$ cat src/rtl/cfg_port_pkg.sv
// Package: shared constants of the configuration index port.
// Assumes byte-wide indices; the index values below are decoded by software.
package cfg_port_pkg;
    localparam logic [7:0] KEY_ENTER   = 8'h87;
    localparam logic [7:0] KEY_LEAVE   = 8'hAA;
    localparam logic [7:0] IDX_LDN     = 8'h07;
    localparam logic [7:0] IDX_DEVID_H = 8'h20;
    localparam logic [7:0] IDX_DEVID_L = 8'h21;
    localparam logic [7:0] IDX_REV     = 8'h22;
    localparam logic [7:0] IDX_MFR_H   = 8'h23;
    localparam logic [7:0] IDX_MFR_L   = 8'h24;
    localparam logic [7:0] IDX_MUX0    = 8'h29;
    localparam logic [7:0] IDX_BANK    = 8'h30;
    localparam logic [7:0] IDX_ENABLE  = 8'h30;
    localparam logic [7:0] IDX_BASE_H  = 8'h60;
    localparam logic [7:0] IDX_BASE_L  = 8'h61;
    localparam logic [15:0] MFR_ID     = 16'h1934;
    localparam logic [7:0] LOCKED_READ = 8'hFF;
endpackage

$ cat src/rtl/cfg_key_seq.sv
// Module: entry/exit key sequencer.
// Tracks a half-entered entry key while locked and holds the unlocked flag.
// Assumes idx_wr is a one-cycle strobe for each index-port write.
module cfg_key_seq
    import cfg_port_pkg::*;
(
    input  logic       clk,
    input  logic       rst_n,
    input  logic       idx_wr,
    input  logic [7:0] wdata,
    output logic       unlocked
);
    logic key_seen;

    // Advance the key state on each index-port write.
    always_ff @(posedge clk) begin
        if (!rst_n) begin
            unlocked <= 1'b0;
            key_seen <= 1'b0;
        end else if (idx_wr) begin
            if (unlocked) begin
                key_seen <= 1'b0;
                if (wdata == KEY_LEAVE) unlocked <= 1'b0;
            end else if (wdata == KEY_ENTER) begin
                if (key_seen) begin
                    unlocked <= 1'b1;
                    key_seen <= 1'b0;
                end else begin
                    key_seen <= 1'b1;
                end
            end else begin
                key_seen <= 1'b0;
            end
        end
    end

    AST_TWO_KEYS: assert property (@(posedge clk) disable iff (!rst_n)
        $rose(unlocked) |-> $past(idx_wr && wdata == KEY_ENTER && key_seen));
    AST_BROKEN_KEY: assert property (@(posedge clk) disable iff (!rst_n)
        (!unlocked && idx_wr && wdata != KEY_ENTER) |=> !unlocked && !key_seen);
    AST_EXIT_LOCKS: assert property (@(posedge clk) disable iff (!rst_n)
        (unlocked && idx_wr && wdata == KEY_LEAVE) |=> !unlocked);
endmodule

$ cat src/rtl/cfg_global_regs.sv
// Module: global register set below the banked space.
// Holds the logical-device number and the pin-mux bytes, and returns the
// identification constants. Assumes wr is already qualified by the unlock.
module cfg_global_regs
    import cfg_port_pkg::*;
#(
    parameter logic [15:0] DEV_ID  = 16'h0901,
    parameter logic [7:0]  DEV_REV = 8'h10,
    parameter int          NUM_MUX = 3
) (
    input  logic                 clk,
    input  logic                 rst_n,
    input  logic                 wr,
    input  logic [7:0]           index,
    input  logic [7:0]           wdata,
    output logic [7:0]           ldn,
    output logic [NUM_MUX*8-1:0] mux_sel,
    output logic [7:0]           rd_val
);
    // Store the logical-device number.
    always_ff @(posedge clk) begin
        if (!rst_n)                       ldn <= 8'h00;
        else if (wr && index == IDX_LDN)  ldn <= wdata;
    end

    for (genvar k = 0; k < NUM_MUX; k++) begin : g_mux
        // Store one pin-mux select byte.
        always_ff @(posedge clk) begin
            if (!rst_n)
                mux_sel[k*8 +: 8] <= 8'h00;
            else if (wr && index == IDX_MUX0 + 8'(k))
                mux_sel[k*8 +: 8] <= wdata;
        end
    end

    // Read decode of the global indices; unassigned ones read zero.
    always_comb begin
        case (index)
            IDX_LDN:     rd_val = ldn;
            IDX_DEVID_H: rd_val = DEV_ID[15:8];
            IDX_DEVID_L: rd_val = DEV_ID[7:0];
            IDX_REV:     rd_val = DEV_REV;
            IDX_MFR_H:   rd_val = MFR_ID[15:8];
            IDX_MFR_L:   rd_val = MFR_ID[7:0];
            default:     rd_val = 8'h00;
        endcase
        for (int k = 0; k < NUM_MUX; k++)
            if (index == IDX_MUX0 + 8'(k)) rd_val = mux_sel[k*8 +: 8];
    end

    AST_MUX_HOLD: assert property (@(posedge clk) disable iff (!rst_n)
        !wr |=> $stable(mux_sel));
    AST_LDN_HOLD: assert property (@(posedge clk) disable iff (!rst_n)
        !wr |=> $stable(ldn));
endmodule

$ cat src/rtl/cfg_ldev_bank.sv
// Module: per-logical-device enable and base-address registers.
// One register set is generated per device; only the selected device's
// set is written or read. Assumes wr is already qualified by the unlock.
module cfg_ldev_bank
    import cfg_port_pkg::*;
#(
    parameter int NUM_DEV = 8
) (
    input  logic                  clk,
    input  logic                  rst_n,
    input  logic                  wr,
    input  logic [7:0]            index,
    input  logic [7:0]            wdata,
    input  logic [7:0]            ldn,
    output logic [NUM_DEV-1:0]    dev_en,
    output logic [NUM_DEV*16-1:0] dev_base,
    output logic                  ldn_ok,
    output logic                  local_hit,
    output logic [7:0]            local_val
);
    assign ldn_ok    = (ldn < 8'(NUM_DEV));
    assign local_hit = (index == IDX_ENABLE) || (index == IDX_BASE_H) ||
                       (index == IDX_BASE_L);

    for (genvar d = 0; d < NUM_DEV; d++) begin : g_dev
        logic sel;
        assign sel = wr && (ldn == 8'(d));
        // Hold this device's enable bit and base address.
        always_ff @(posedge clk) begin
            if (!rst_n) begin
                dev_en[d]            <= 1'b0;
                dev_base[d*16 +: 16] <= 16'h0000;
            end else if (sel) begin
                if (index == IDX_ENABLE) dev_en[d]               <= wdata[0];
                if (index == IDX_BASE_H) dev_base[d*16 + 8 +: 8] <= wdata;
                if (index == IDX_BASE_L) dev_base[d*16 +: 8]     <= wdata;
            end
        end
    end

    // Read the selected device's local register.
    always_comb begin
        local_val = 8'h00;
        for (int d = 0; d < NUM_DEV; d++) begin
            if (ldn == 8'(d)) begin
                if (index == IDX_ENABLE) local_val = {7'b0, dev_en[d]};
                if (index == IDX_BASE_H) local_val = dev_base[d*16 + 8 +: 8];
                if (index == IDX_BASE_L) local_val = dev_base[d*16 +: 8];
            end
        end
    end

    AST_EN_HOLD: assert property (@(posedge clk) disable iff (!rst_n)
        !(wr && index == IDX_ENABLE) |=> $stable(dev_en));
    AST_BAD_LDN_KEEPS: assert property (@(posedge clk) disable iff (!rst_n)
        !ldn_ok |=> $stable(dev_en) && $stable(dev_base));
endmodule

$ cat src/rtl/cfg_index_port.sv
// Module: top of the key-unlocked configuration index port.
// Holds the index latch, steers data accesses to the global registers, to
// the per-device registers or to the downstream file, and forces 0xFF reads
// while locked. Assumes strobes last one cycle and never overlap.
module cfg_index_port
    import cfg_port_pkg::*;
#(
    parameter int          NUM_DEV = 8,
    parameter int          NUM_MUX = 3,
    parameter logic [15:0] DEV_ID  = 16'h0901,
    parameter logic [7:0]  DEV_REV = 8'h10,
    localparam int         LDN_W   = (NUM_DEV > 1) ? $clog2(NUM_DEV) : 1
) (
    input  logic                  clk,
    input  logic                  rst_n,
    input  logic                  wr_en,
    input  logic                  rd_en,
    input  logic                  port_sel,
    input  logic [7:0]            wdata,
    output logic [7:0]            rdata,
    output logic [NUM_MUX*8-1:0]  mux_sel,
    output logic [NUM_DEV-1:0]    dev_en,
    output logic [NUM_DEV*16-1:0] dev_base,
    output logic                  bank_we,
    output logic                  bank_re,
    output logic [LDN_W-1:0]      bank_dev,
    output logic [7:0]            bank_idx,
    output logic [7:0]            bank_wdata,
    input  logic [7:0]            bank_rdata
);
    logic       unlocked;
    logic       idx_wr, dat_wr, dat_rd;
    logic [7:0] index_q;
    logic [7:0] ldn;
    logic [7:0] g_val, l_val;
    logic       ldn_ok, local_hit, banked, fwd_hit;

    assign idx_wr = wr_en && !port_sel;
    assign dat_wr = wr_en && port_sel && unlocked;
    assign dat_rd = rd_en && port_sel && unlocked;

    cfg_key_seq u_key (
        .clk      (clk),
        .rst_n    (rst_n),
        .idx_wr   (idx_wr),
        .wdata    (wdata),
        .unlocked (unlocked)
    );

    // Latch the register index on unlocked index writes other than the exit key.
    always_ff @(posedge clk) begin
        if (!rst_n)
            index_q <= 8'h00;
        else if (idx_wr && unlocked && wdata != KEY_LEAVE)
            index_q <= wdata;
    end

    assign banked  = (index_q >= IDX_BANK);
    assign fwd_hit = banked && !local_hit && ldn_ok;

    cfg_global_regs #(
        .DEV_ID  (DEV_ID),
        .DEV_REV (DEV_REV),
        .NUM_MUX (NUM_MUX)
    ) u_glob (
        .clk     (clk),
        .rst_n   (rst_n),
        .wr      (dat_wr && !banked),
        .index   (index_q),
        .wdata   (wdata),
        .ldn     (ldn),
        .mux_sel (mux_sel),
        .rd_val  (g_val)
    );

    cfg_ldev_bank #(
        .NUM_DEV (NUM_DEV)
    ) u_bank (
        .clk       (clk),
        .rst_n     (rst_n),
        .wr        (dat_wr && banked && ldn_ok),
        .index     (index_q),
        .wdata     (wdata),
        .ldn       (ldn),
        .dev_en    (dev_en),
        .dev_base  (dev_base),
        .ldn_ok    (ldn_ok),
        .local_hit (local_hit),
        .local_val (l_val)
    );

    // Forward banked accesses that no local register claims.
    assign bank_we    = dat_wr && fwd_hit;
    assign bank_re    = dat_rd && fwd_hit;
    assign bank_dev   = ldn[LDN_W-1:0];
    assign bank_idx   = index_q;
    assign bank_wdata = wdata;

    // Select the byte returned on the addressed port.
    always_comb begin
        if (!unlocked)      rdata = LOCKED_READ;
        else if (!port_sel) rdata = index_q;
        else if (!banked)   rdata = g_val;
        else if (!ldn_ok)   rdata = LOCKED_READ;
        else if (local_hit) rdata = l_val;
        else                rdata = bank_rdata;
    end

    AST_LOCKED_NO_FWD: assert property (@(posedge clk) disable iff (!rst_n)
        !unlocked |-> !bank_we && !bank_re);
    AST_LOCKED_READS_FF: assert property (@(posedge clk) disable iff (!rst_n)
        !unlocked |-> rdata == 8'hFF);
    AST_INDEX_HOLD: assert property (@(posedge clk) disable iff (!rst_n)
        !idx_wr |=> $stable(index_q));
    AST_BAD_LDN_NO_FWD: assert property (@(posedge clk) disable iff (!rst_n)
        !ldn_ok |-> !bank_we && !bank_re);
    AST_FWD_ONE_DIR: assert property (@(posedge clk) disable iff (!rst_n)
        !(bank_we && bank_re));
endmodule

$ cat config.mk
export PLATFORM = sky130hd
export DESIGN_NAME = cfg_index_port
export DESIGN_NICKNAME = d
export VERILOG_FILES = /design/src/rtl/cfg_port_pkg.sv /design/src/rtl/cfg_key_seq.sv /design/src/rtl/cfg_global_regs.sv /design/src/rtl/cfg_ldev_bank.sv /design/src/rtl/cfg_index_port.sv
export SDC_FILE = /design/constraint.sdc
export NUM_CORES = 1
export LEC_CHECK = 0
export CAP_MARGIN = 20
export CORE_MARGIN = 5
export CORE_UTILIZATION = 58
export CTS_CLUSTER_DIAMETER = 80
export DETAILED_ROUTE_END_ITERATION = 12
export DONT_BUFFER_PORTS = 1
export HOLD_SLACK_MARGIN = 0.03
export PLACE_DENSITY = 0.76
export SLEW_MARGIN = 20
export SYNTH_ARGS = -nofsm -noshare
export SYNTH_HDL_FRONTEND = slang
export SYNTH_SLANG_ARGS = --single-unit
$ cat constraint.sdc
create_clock -name clk -period 2.5 [get_ports clk]
set_input_delay 0.25 -clock clk [delete_from_list [all_inputs] [get_ports clk]]
set_output_delay 0.25 -clock clk [all_outputs]
set_load 0.01 [all_outputs]
=== Word level (Yosys, flattened, before mapping) ===
Cells that the tools add are included.

* Logic and storage cells: 159
* RAM bits: 0
* Bits of input ports: 21
* Register bits: 178
* Latch bits: 0
* Memories kept: 0
* Memory bits (read-only): 0

* Multiply operators: 0
* $lt $le $gt $ge: 2
* Div/mod/pow operators: 0
* Shifts and indexed selects: 0
* Eq/ne operators: 22
* Reduce and logical (&&, ||, !) cells: 56
* Bitwise operators: 0
* Mux-type cells: 48
* Add/subtract/negate cells: 0

{| class="wikitable"
|+ Operators by type and width
! kind !! count
|-
| $mux W8 || 39
|-
| $eq A8 B6 Y1 const B || 9
|-
| $pmux W8 S6 || 1
|-
| $reduce_and A2 Y1 || 24
|-
| $eq A8 B3 Y1 const B || 5
|-
| $logic_and A1 B1 Y1 || 26
|-
| $eq A8 B2 Y1 const B || 2
|-
| $eq A8 B7 Y1 const B || 2
|-
| $eq A8 B8 Y1 const B || 2
|-
| $eq A8 B1 Y1 const B || 1
|-
| $ge A8 B6 Y1 const B || 1
|-
| $logic_not A8 Y1 || 1
|-
| $lt A8 B4 Y1 const B || 1
|-
| $mux W1 || 8
|-
| $ne A8 B8 Y1 const B || 1
|-
| $logic_not A1 Y1 || 3
|-
| $logic_or A1 B1 Y1 || 2
|}

=== Logic depth before layout (Yosys ltp) ===
* Word-level depth: 38
* Gate-level depth with buffers: 10
* Gate-level depth less buffers: 6

=== Cells and area by module ===
A second synthesis with hierarchy kept.

* Cell total of the unflattened synthesis: 1120
* Area, all modules: 9385.3 µm²

{| class="wikitable"
|+ By module, submodules not included
! module !! area an instance (µm²) !! times used !! cells each !! sequential area each (µm²)
|-
| cfg_ldev_bank || 6865.3 || 1 || 819 || 2722.6
|-
| cfg_global_regs || 1646.6 || 1 || 187 || 640.6
|-
| cfg_index_port || 748.2 || 1 || 101 || 160.2
|-
| cfg_key_seq || 125.1 || 1 || 13 || 40.0
|}

=== Least setup slack after synthesis ===
OpenSTA, ideal clock, no wires.

* Path kind: reg2out
* Start point: register index_q[5], in the netlist bank_idx[5]
* End point: output rdata[0]
* Stages on the path, launching flop included: 8
* Slack: -0.118 ns
* Data arrival time: 2.368 ns
* Cell sequence: dfxtp_1 > buf_2 > or4b_4 > or4_4 > buf_6 > a311oi_2 > o221ai_1 > o31a_1

* Word-level cells in the longest chain between the ends: 38

{| class="wikitable"
|+ Ends and longest elaborated chain
! what !! RTL line !! source
|-
| start, declared || cfg_index_port.sv:33 || <nowiki>logic [7:0] index_q;</nowiki>
|-
| start signal, assigned || cfg_index_port.sv:55 || <nowiki>index_q <= wdata;</nowiki>
|-
| $eq A8 B6 Y1 || cfg_ldev_bank.sv:22, cfg_ldev_bank.sv:46 ||
|-
| $mux W1 || cfg_ldev_bank.sv:46 || <nowiki>if (index == IDX_ENABLE) local_val = {7'b0, dev_en[d]};</nowiki>
|-
| $mux W8 || cfg_ldev_bank.sv:47 || <nowiki>if (index == IDX_BASE_H) local_val = dev_base[d*16 + 8 +: 8];</nowiki>
|-
| $mux W8 || cfg_ldev_bank.sv:48 || <nowiki>if (index == IDX_BASE_L) local_val = dev_base[d*16 +: 8];</nowiki>
|-
| $mux W8 || cfg_ldev_bank.sv:45 || <nowiki>if (ldn == 8'(d)) begin</nowiki>
|-
| $mux W8 || cfg_ldev_bank.sv:46 ||
|-
| $mux W8 || cfg_ldev_bank.sv:47 ||
|-
| $mux W8 || cfg_ldev_bank.sv:48 ||
|-
| [22 not listed] || - ||
|-
| $mux W8 || cfg_ldev_bank.sv:47 ||
|-
| $mux W8 || cfg_ldev_bank.sv:48 ||
|-
| $mux W8 || cfg_ldev_bank.sv:45 ||
|-
| $mux W8 || cfg_index_port.sv:105 || <nowiki>else if (local_hit) rdata = l_val;</nowiki>
|-
| $mux W8 || cfg_index_port.sv:104 || <nowiki>else if (!ldn_ok) rdata = LOCKED_READ;</nowiki>
|-
| $mux W8 (*) || cfg_index_port.sv:103 || <nowiki>else if (!banked) rdata = g_val;</nowiki>
|-
| $mux W8 (*) || cfg_index_port.sv:102 || <nowiki>else if (!port_sel) rdata = index_q;</nowiki>
|-
| $mux W8 (*) || cfg_index_port.sv:101 || <nowiki>if (!unlocked) rdata = LOCKED_READ;</nowiki>
|-
| end, declared || cfg_index_port.sv:20 || <nowiki>output logic [7:0] rdata,</nowiki>
|}

Mark *: on every way between the ends. The rest lies on a longest branch, timed or not.

=== Final worst setup path ===
* Start point: register index_q[5], in the netlist bank_idx[5]
* End point: output rdata[6]

* Word-level cells in the longest chain between the ends: 37

{| class="wikitable"
|+ Ends and longest elaborated chain
! what !! RTL line
|-
| $eq A8 B7 Y1 || cfg_ldev_bank.sv:22, cfg_ldev_bank.sv:47
|-
| $mux W8 || cfg_ldev_bank.sv:47
|-
| $mux W8 || cfg_ldev_bank.sv:48
|-
| $mux W8 || cfg_ldev_bank.sv:45
|-
| $mux W8 || cfg_ldev_bank.sv:46
|-
| $mux W8 || cfg_ldev_bank.sv:47
|-
| $mux W8 || cfg_ldev_bank.sv:48
|-
| $mux W8 || cfg_ldev_bank.sv:45
|-
| [21 not listed] || -
|-
| $mux W8 || cfg_ldev_bank.sv:47
|-
| $mux W8 || cfg_ldev_bank.sv:48
|-
| $mux W8 || cfg_ldev_bank.sv:45
|-
| $mux W8 || cfg_index_port.sv:105
|-
| $mux W8 || cfg_index_port.sv:104
|-
| $mux W8 (*) || cfg_index_port.sv:103
|-
| $mux W8 (*) || cfg_index_port.sv:102
|-
| $mux W8 (*) || cfg_index_port.sv:101
|}

Marks and branches as above.

==> qor.yml <==
final_layout:
  multi_input_area_um2: 5420
  area_growth_pct: 23.6
  nets: 1214
  layout-drive-gt1-share_pct: 23.1
  seq_area_um2: 3570
  final_cell_count_no_fill: 1423
  design_area_um2: 11300
  nFillCells: 1222
critical_path:
  required_ns: 2.25
  cp_max_fo: 5
  r2r_slack_ns: 0.10
  endpoint_kind: "output port"
  arrival_ns: 2.70
  critical_path_class: "register to output port"
  start_kind: "register"
timing:
  grt_setup_unrepaired: "yes"
  setup_violations: 9
  finalMaxSlewViolations: 0
  period_minus_slack_ns: 2.95
  finalCritPeriodShare_pct: 118
  finalHoldViolCount: 0
  relSlewSlack_pct: 57.0
  setup_slack_ns: -0.451
  clock-skew-final_ns: 0.0165
  worst_slew_pin_slew_ns: 0.645
  fmax_mhz: 339
logic_synthesis:
  synth-warning-count: 0
  synth-edff-count: 0
  synthTopCellsByArea: "dfxtp_1 (39%), nand2_1 (10%), a21boi_1 (8.2%)"
  synth_cell_type_count: 71
  netlist_area_um2: 9160
  synth_cells: 1123
  yosysTopAreaCellShare_pct: 38.9
  synth-seq-area-share_pct: 38.9
  asyncSetResetFlopFracSynth_pct: 0
  synth_largest_area_cell: "dfxtp_1"
  ys_top_cells_by_count: "nand2_1 (251), dfxtp_1 (178), a21boi_1 (100)"
  synth.avg_cell_area_um2: 8.16
  synth_most_common_cell: "nand2_1"
  synth-seq-cells: 178
  synthesis.nets: 1144
  synth_ff_type: "dfxtp_1"
die:
  start_util_pct: 58.3
  placementRows: 46
  die_y_um: 136
  core_um2: 15700
  die_w_um: 136
  ios: 210
  die-area_um2: 18400
cts:
  clock_latency_ns: 0.45
  clk_pin_slew_ns: 0.07
  cts_made_buffers: 17
  clockBufferDepth: 2
  cts_root_buf: "clkbuf_16"
  htree_num_levels: 4
  cts_num_sinks: 178
  cts_tree: "yes"
outcome:
  violations: "setup timing"
  status: "complete, but fails checks"
global_route:
  grt_antenna_before_repair: 0
  grtUsageTotal_pct: 39.1
  grt_pass1_wl_um: 55000
  grt_pass1_vias: 9023
  overflow: 0
  grt_max_degree: 179
worst_hold_path:
  hold_class: "input port to register"
place:
  routabilityCongestion: 0.961
  dp.cells: 1364
  dp_hpwl_um: 24800
  dpl_cell_area_um2: 10000
  numPortBuffers: 0
pwr:
  power.leakage_nw: 3.89
  power_density_nw_per_um2: 518
  seqPwrFrac_pct: 48.3
  switching_share_pct: 22.9
  switching_power_w: 0.00135
  vdd_drop_max_mv: 0.471
  p_int_w: 0.00452
  p_total_w: 0.00587
  power.share.clock_pct: 48.5
  p_comb_share_pct: 3.3
drt:
  wl_per_cell_um: 26.1
  ant_nets: 0
  dr.first_iter.drc_count: 1318
  route.vias.total: 9537
  drc_errors: 0
  vias_per_cell: 6.70
  dr.pass1.iters: 6
  wl_um: 37200
run:
  drv_cap: 0
==> repair_timing <==
item | CTS | global route
cloned | 1 | 2
hold buffers | 9 | 0
hold endpoints to repair | 178 | 0
pin swaps | 13 | 28
gates resized for setup | 51 | 63
setup buffers | 8 | 7
endpoints found under the setup margin | 72 | 133
==> kinds of logic after synthesis <==
logic type,share of synthesized area [%]
simple gates,25.5
compound gates,23.1
flops,38.9
buf+inv,5.44
mux,7.05
==> cell type report <==
class / instances / area share, %
antenna: 1 / 0.0221
clock inverter: 14 / 1.56
inverter: 5 / 0.188
tap: 216 / 2.39
multi-input combinational: 836 / 47.9
clock buffer: 18 / 3.88
timing repair buffer: 155 / 12.5
sequential: 178 / 31.6
==> path summary, 6_finish.rpt <==
kind / from / endpoint / depth (start not counted)
worst max-delay path: bank_idx[5] / rdata[6] / 9
worst min-delay path: wdata[7] / bank_idx[7] / 2
worst max register to register: u_glob.ldn[7] / u_bank.dev_base[40] / 9
worst min register to register: u_bank.dev_base[20] / u_bank.dev_base[20] / 2
==> metrics by stage <==
step / setup slack [ns] / hold slack, ns / TNS [ns] / util (%)
4_1_cts: -0.490 / 0.0674 / -3.50 / 70.4
6_report: -0.451 / 0.0776 / -3.44 / 72.1
3_3_place_gp: -0.0459 / 0.388 / -0.0581 / 63.7
5_1_grt: -0.542 / 0.0773 / -4.06 / 72.1
3_5_place_dp: -0.0446 / 0.401 / -0.528 / 63.7
2_1_floorplan: 0.0314 / 0.420 / 0 / -
==> critical path, cell delays in order, from the launching register on <==
cell and delay [ns]:
dfxtp_2 0.34, buf_6 0.10, or4b_4 0.46, buf_6 0.15, or4_4 0.54, o211ai_1 0.15, a211oi_2 0.10, o21ai_1 0.11
a32oi_1 0.14, buf_4 0.18
==> flip-flops by register name, summed over array words and instances (netlist names) <==
register and count:
u_bank.dev_base 128, u_glob.mux_sel 24, bank_idx 8, u_bank.dev_en 8, u_glob.ldn 8, u_key.key_seen 1
u_key.unlocked 1
==> power groups by stage <==
stage / combinational [W] / clock [W] / sequential [W]
floorplan: 0.000124 / 0 / 0.00290
global placement: 0.0000533 / 0 / 0.00290
detailed placement: 0.0000532 / 0 / 0.00290
CTS: 0.000182 / 0.00284 / 0.00283
global route: 0.000193 / 0.00297 / 0.00283
finish: 0.000191 / 0.00285 / 0.00283
==> layer usage <==
| layer | track usage [%] | vias up | wire length [um] |
|---|---|---|---|
| met1 | 48.1 | 4533 | 13100 |
| met2 | 61.5 | 711 | 16900 |
| met5 | 0 | - | 0 |
| li1 | - | 4133 | - |
| met4 | 19.0 | 0 | 2100 |
| met3 | 13.1 | 160 | 5070 |
==> layout by cell type (no fill, tap or decap), drive strengths merged, types with 7 or more instances in the layout <==
cell type / netlist / layout
a21boi: 136 / 136
a21oi: 18 / 18
a221oi: 7 / 7
a22o: 14 / 14
a22oi: 25 / 25
and3: 9 / 9
buf: 33 / 154
clkbuf: 72 / 19
dfxtp: 178 / 178
inv: 5 / 9
mux2i: 60 / 60
nand2: 252 / 252
nand2b: 8 / 8
nand3: 74 / 74
nor2: 33 / 33
nor2b: 49 / 49
nor3: 13 / 13
nor4: 8 / 8
o21ai: 21 / 21
o221ai: 7 / 7
o22ai: 11 / 11
No activity file was read; power rests on OpenSTA's default activity.
